--- src/rtl/evs_pkg.sv ---
package evs_pkg;
  typedef enum logic [1:0] {
    EVS_SEL   = 2'd0,
    EVS_LIMIT = 2'd1,
    EVS_COUNT = 2'd2,
    EVS_CTRL  = 2'd3
  } evs_reg_e;

  localparam int CTRL_EN   = 0;
  localparam int CTRL_AUTO = 1;
  localparam int CTRL_PEND = 2;
endpackage

--- src/rtl/evs_event_pick.sv ---
module evs_event_pick #(
  parameter int NUM_EVENTS = 8,
  parameter int SEL_W      = 3
) (
  input  logic [NUM_EVENTS-1:0] strobes,
  input  logic [SEL_W-1:0]      sel,
  output logic                  picked
);
  always_comb begin
    picked = 1'b0;
    for (int i = 0; i < NUM_EVENTS; i++) begin
      if (sel == SEL_W'(i)) picked = strobes[i];
    end
  end
endmodule

--- src/rtl/evs_count_core.sv ---
module evs_count_core #(
  parameter int CNT_W = 16
) (
  input  logic             clk,
  input  logic             rst,
  input  logic             step,
  input  logic             load,
  input  logic [CNT_W-1:0] load_val,
  input  logic [CNT_W-1:0] limit,
  input  logic             auto_mode,
  output logic [CNT_W-1:0] count,
  output logic             reached
);
  logic [CNT_W-1:0] next_val;

  assign next_val = count + CNT_W'(1);
  // a software load takes priority, so a strobe that comes with it cannot reach the limit
  assign reached  = step && !load && (limit != '0) && (next_val == limit);

  always_ff @(posedge clk) begin
    if (rst)                        count <= '0;
    else if (load)                  count <= load_val;
    else if (reached && auto_mode)  count <= '0;
    else if (step)                  count <= next_val;
  end
endmodule

--- src/rtl/evs_pend_flag.sv ---
module evs_pend_flag (
  input  logic clk,
  input  logic rst,
  input  logic set,
  input  logic clr,
  output logic q
);
  always_ff @(posedge clk) begin
    if (rst)      q <= 1'b0;
    else if (set) q <= 1'b1;
    else if (clr) q <= 1'b0;
  end
endmodule

--- src/rtl/evs_threshold_counter.sv ---
module evs_threshold_counter #(
  parameter int NUM_EVENTS = 8,
  parameter int CNT_W      = 16,
  parameter int DATA_W     = 32
) (
  input  logic                  clk,
  input  logic                  rst,
  input  logic [NUM_EVENTS-1:0] ev_strobe,
  input  logic                  bus_wr,
  input  logic [1:0]            bus_addr,
  input  logic [DATA_W-1:0]     bus_wdata,
  output logic [DATA_W-1:0]     bus_rdata,
  input  logic                  irq_ack,
  output logic                  irq
);
  import evs_pkg::*;

  localparam int SEL_W = (NUM_EVENTS > 1) ? $clog2(NUM_EVENTS) : 1;

  evs_reg_e         reg_id;
  logic [SEL_W-1:0] sel_q;
  logic [CNT_W-1:0] limit_q;
  logic [CNT_W-1:0] count_q;
  logic             en_q, auto_q, pend_q;
  logic             picked, reached;
  logic             wr_sel, wr_limit, wr_count, wr_ctrl;
  logic             unused_wdata;

  assign reg_id   = evs_reg_e'(bus_addr);
  assign wr_sel   = bus_wr && (reg_id == EVS_SEL);
  assign wr_limit = bus_wr && (reg_id == EVS_LIMIT);
  assign wr_count = bus_wr && (reg_id == EVS_COUNT);
  assign wr_ctrl  = bus_wr && (reg_id == EVS_CTRL);
  assign unused_wdata = ^bus_wdata;

  always_ff @(posedge clk) begin
    if (rst) begin
      sel_q   <= '0;
      limit_q <= '0;
      en_q    <= 1'b0;
      auto_q  <= 1'b0;
    end else begin
      if (wr_sel)   sel_q   <= bus_wdata[SEL_W-1:0];
      if (wr_limit) limit_q <= bus_wdata[CNT_W-1:0];
      if (wr_ctrl) begin
        en_q   <= bus_wdata[CTRL_EN];
        auto_q <= bus_wdata[CTRL_AUTO];
      end
    end
  end

  evs_event_pick #(.NUM_EVENTS(NUM_EVENTS), .SEL_W(SEL_W)) u_pick (
    .strobes(ev_strobe), .sel(sel_q), .picked(picked)
  );

  evs_count_core #(.CNT_W(CNT_W)) u_core (
    .clk(clk), .rst(rst), .step(picked && en_q), .load(wr_count),
    .load_val(bus_wdata[CNT_W-1:0]), .limit(limit_q), .auto_mode(auto_q),
    .count(count_q), .reached(reached)
  );

  evs_pend_flag u_pend (
    .clk(clk), .rst(rst), .set(reached),
    .clr(irq_ack || (wr_ctrl && bus_wdata[CTRL_PEND])), .q(pend_q)
  );

  assign irq = pend_q;

  always_ff @(posedge clk) begin
    if (rst) bus_rdata <= '0;
    else begin
      unique case (reg_id)
        EVS_SEL:   bus_rdata <= DATA_W'(sel_q);
        EVS_LIMIT: bus_rdata <= DATA_W'(limit_q);
        EVS_COUNT: bus_rdata <= DATA_W'(count_q);
        EVS_CTRL:  bus_rdata <= DATA_W'({pend_q, auto_q, en_q});
      endcase
    end
  end
endmodule

--- config.mk ---
export PLATFORM = sky130hd
export DESIGN_NAME = evs_threshold_counter
export DESIGN_NICKNAME = d
export VERILOG_FILES = /design/src/rtl/evs_pkg.sv /design/src/rtl/evs_event_pick.sv /design/src/rtl/evs_count_core.sv /design/src/rtl/evs_pend_flag.sv /design/src/rtl/evs_threshold_counter.sv
export SDC_FILE = /design/constraint.sdc
export NUM_CORES = 1
export LEC_CHECK = 0
export CORE_ASPECT_RATIO = 2
export CORE_MARGIN = 2
export CORE_UTILIZATION = 57
export CTS_CLUSTER_DIAMETER = 120
export DETAILED_ROUTE_END_ITERATION = 10
export DONT_BUFFER_PORTS = 1
export GPL_TIMING_DRIVEN = 0
export PLACE_DENSITY = 0.75
export SYNTH_ARGS = -nofsm -noshare
export SYNTH_HDL_FRONTEND = slang
export SYNTH_SLANG_ARGS = --single-unit
--- constraint.sdc ---
create_clock -name clk -period 2.76 [get_ports clk]
set_clock_uncertainty 0.15 [all_clocks]
set_input_delay 0.552 -clock clk [delete_from_list [all_inputs] [get_ports clk]]
set_output_delay 0.552 -clock clk [all_outputs]
set_load 0.05 [all_outputs]
==> results.tsv <==
metric	value	unit
Num CTS Buffers	5	
Synth Flop Type	dfxtp_1	
worst-margin pin slew	594	ps
Sink Count	54	
Critical Path Start Type	register	
#FFs+latches synth	54	
Worst setup EP type	register	
maximum clock rate	360	MHz
Skew-Pair Late Insertion Delay	330	ps
proportion of layout cells with a drive suffix above 1	20.2	%
Hold Fails Final Rpt	0	
routed via count	2838	
Hold Crit Class	in -> reg	
row cnt	38	
wire per inst	19.7	µm
worst hold stages	1	
failing checks	negative setup slack	
Area contributors post-synth	dfxtp_1, buf_4, nand2_1	
Leak	1.33	nW
WL final	9.09	mm
final count of pins violating max slew	0	
complex-gate fraction of the synthesized area	18.6	%
EDFF count, synth	0	
CP Data Required Time	2840	ps
Fillers	475	
FF-to-FF path depth	10	
crit share post-route	101	%
worst vdd ir	410	µV
starting density of the core	58.7	%
reg2reg start	u_core.count[1]	
cell area after synthesis	0.00318	mm²
die area	0.00624	mm²
WP data arrival	2850	ps
Hold Crit Endpoint	u_core.count[12]	
Synth Instances	367	
drt drc	0	
multiplexer area fraction after synthesis	5.30	%
RR Endpoint	u_core.count[14]	
setup_tns	-18.0	ps
first-pass GRT wire length	14.3	mm
# setup viols final	1	
Final Instance Area	0.00359	mm²
Vias/cell	6.16	
FF-to-FF setup slack	-20	ps
largest family of logic cells by synthesized area	simple AND/OR/NAND/NOR gates	
final setup margin	-18.0	ps
Crit Path Category	reg -> reg	
I/O pin count	79	
Design Power	0.00157	W
Synth Area in Simple Gates	23.7	%
hold path startpoint	bus_wdata[12]	
GRT overflow	0	
Placed Area	0.00332	mm²
root buffer cell	clkbuf_8	
Die W	56.9	µm
Max Root-Sink Buffers	2	
Detail Route Antenna Nets	0	
Die Y	110	µm
Ys Warns	0	
ant diodes	0	
relative slew slack	60.4	%
Max H-tree Level	2	
adder-cell area share of the yosys netlist	0.393	%
Placeable Area	0.00542	mm²
area delta synth->final	12.8	%
port buffer count	0	
Max Cap Viol	0	
Yosys cell types	54	
vias in the first global route	2771	
Synth Area in XOR/XNOR	8.49	%
outcome	finished, violations left	
DR pass1 iterations	4	
Tmin final	2780	ps
DR iter-0 viols	165	
gpl congestion	0.988	
clock-pin slew on the worst setup and hold paths	110	ps
unrepaired setup endpoints after global routing	true	
crit-path max FO	6	
Synth area leader	dfxtp_1	
Mean Syn Cell Area	8.68	µm²
post-synth top area share	33.9	%
number of nets in the layout	447	
initial antenna violation count	0	
Final HPWL DP	6.71	mm
gr usage total	30.4	%
async set or reset register ratio after synthesis	0	%
post-cts hold buffer count	0	
largest net degree at the start of global routing	18	
Power Dens Cells	438	mW/mm²
CTS tree	yes	
sequential cell area fraction in the yosys report	33.9	%
==> registers in the layout, indices dropped and copies added (netlist names) <==
name,cells
bus_rdata,16
u_core.count,16
en_q,1
u_pend.q,1
sel_q,3
auto_q,1
limit_q,16
==> final cells by class <==
type	count	area (µm²)	share of cell area [%]
multi-input cells	280	1920	53.5
plain buffers	45	303	8.43
flip-flops and latches	54	1090	30.2
well taps	60	75.1	2.09
clock inverters	3	21.3	0.592
repair buffers	11	104	2.89
clock buffers	5	68.8	1.92
inverters	3	11.3	0.314
==> worst max-delay path by stage <==
stage | from | cells after the start | endpoint
2_1_floorplan | u_core.count[1] | 11 | u_core.count[10]
3_3_place_gp | u_core.count[1] | 11 | u_core.count[10]
3_5_place_dp | u_core.count[1] | 11 | u_core.count[7]
4_1_cts | u_core.count[0] | 12 | u_core.count[7]
5_1_grt | u_core.count[0] | 11 | u_core.count[13]
6_report | u_core.count[1] | 10 | u_core.count[14]
==> through the flow <==
stage | instances | utilization (%) | hold WS [ps] | setup slack (ps)
final | 461 | 66.3 | 191 | -18.0
after global routing | 461 | 66.3 | 193 | -71.6
after CTS | 458 | 65.2 | 195 | -0.531
after detailed placement | 442 | 61.2 | 353 | -372
after global placement | 442 | 61.2 | 347 | -348
after floorplan | 382 | - | 320 | 83.4
==> cells in the mapped netlist (all sizes together) (5+ instances only) <==
cell	number
nor4	6
xnor2	19
nand4	11
dfxtp	54
clkbuf	13
nand2	49
nor2b	8
mux2i	9
buf	32
nand3	12
a32o	13
nand2b	5
xor2	11
nor2	33
a21oi	22
a22oi	15
==> cell usage in the layout, fill, tap and decap left out, drive strengths merged, types with 2 or more instances in the layout <==
master   instances
a22o             3
nand2b           5
xor2            11
o21ai            4
clkbuf          19
clkinv           2
nand3           12
o31ai            2
xnor2           19
o2111ai          2
conb            16
a22oi           15
and2             4
and3             3
nor2b            8
a41oi            2
nor3             4
and4             2
a31oi            2
buf             42
inv              3
a32o            13
nor3b            4
a2111oi          3
mux4             3
a21oi           22
nand4           11
mux2i            9
nor2            33
nor4             6
dfxtp           54
nand3b           3
nand2           49
==> kinds of logic (layout without fill, tap and decap cells) <==
| group | count (synthesis) | count (layout) |
|---|---|---|
| xor+xnor | 30 | 30 |
| flops | 54 | 54 |
| other cells | 1 | 16 |
| fa+ha+maj | 1 | 1 |
| simple gates | 145 | 145 |
| mux | 13 | 13 |
| buf+inv | 48 | 67 |
| compound gates | 75 | 75 |
==> report_power, final <==
group          internal, W  switching, W  leakage, nW
clock network     0.000179      0.000285       0.0441
registers         0.000800     0.0000370        0.439
logic             0.000101      0.000168        0.850
==> critical path, cell delays in order (launching register included) <==
cell	delay [ps]
dfxtp_4	370
ha_4	150
buf_6	120
buf_4	140
nor2b_1	120
o311ai_0	340
o21ai_0	240
a2111oi_4	390
nand4_4	230
clkbuf_16	210
a22o_1	210
==> per-layer routing <==
layer  wire, µm  track usage (%)  up-vias
met2       4760             55.1      122
met4        577             19.4        0
met5          0                0        -
met1       3200             32.1     1333
li1           -                -     1344
met3        550             4.35       39
==> what timing repair did <==
action                     in CTS  in global routing
pin swaps                       3                  8
setup buffers                   7                  3
setup endpoints to repair      17                 19
cloned                          1                  0
resized for setup              13                 10
No activity file was read; power rests on OpenSTA's default activity.
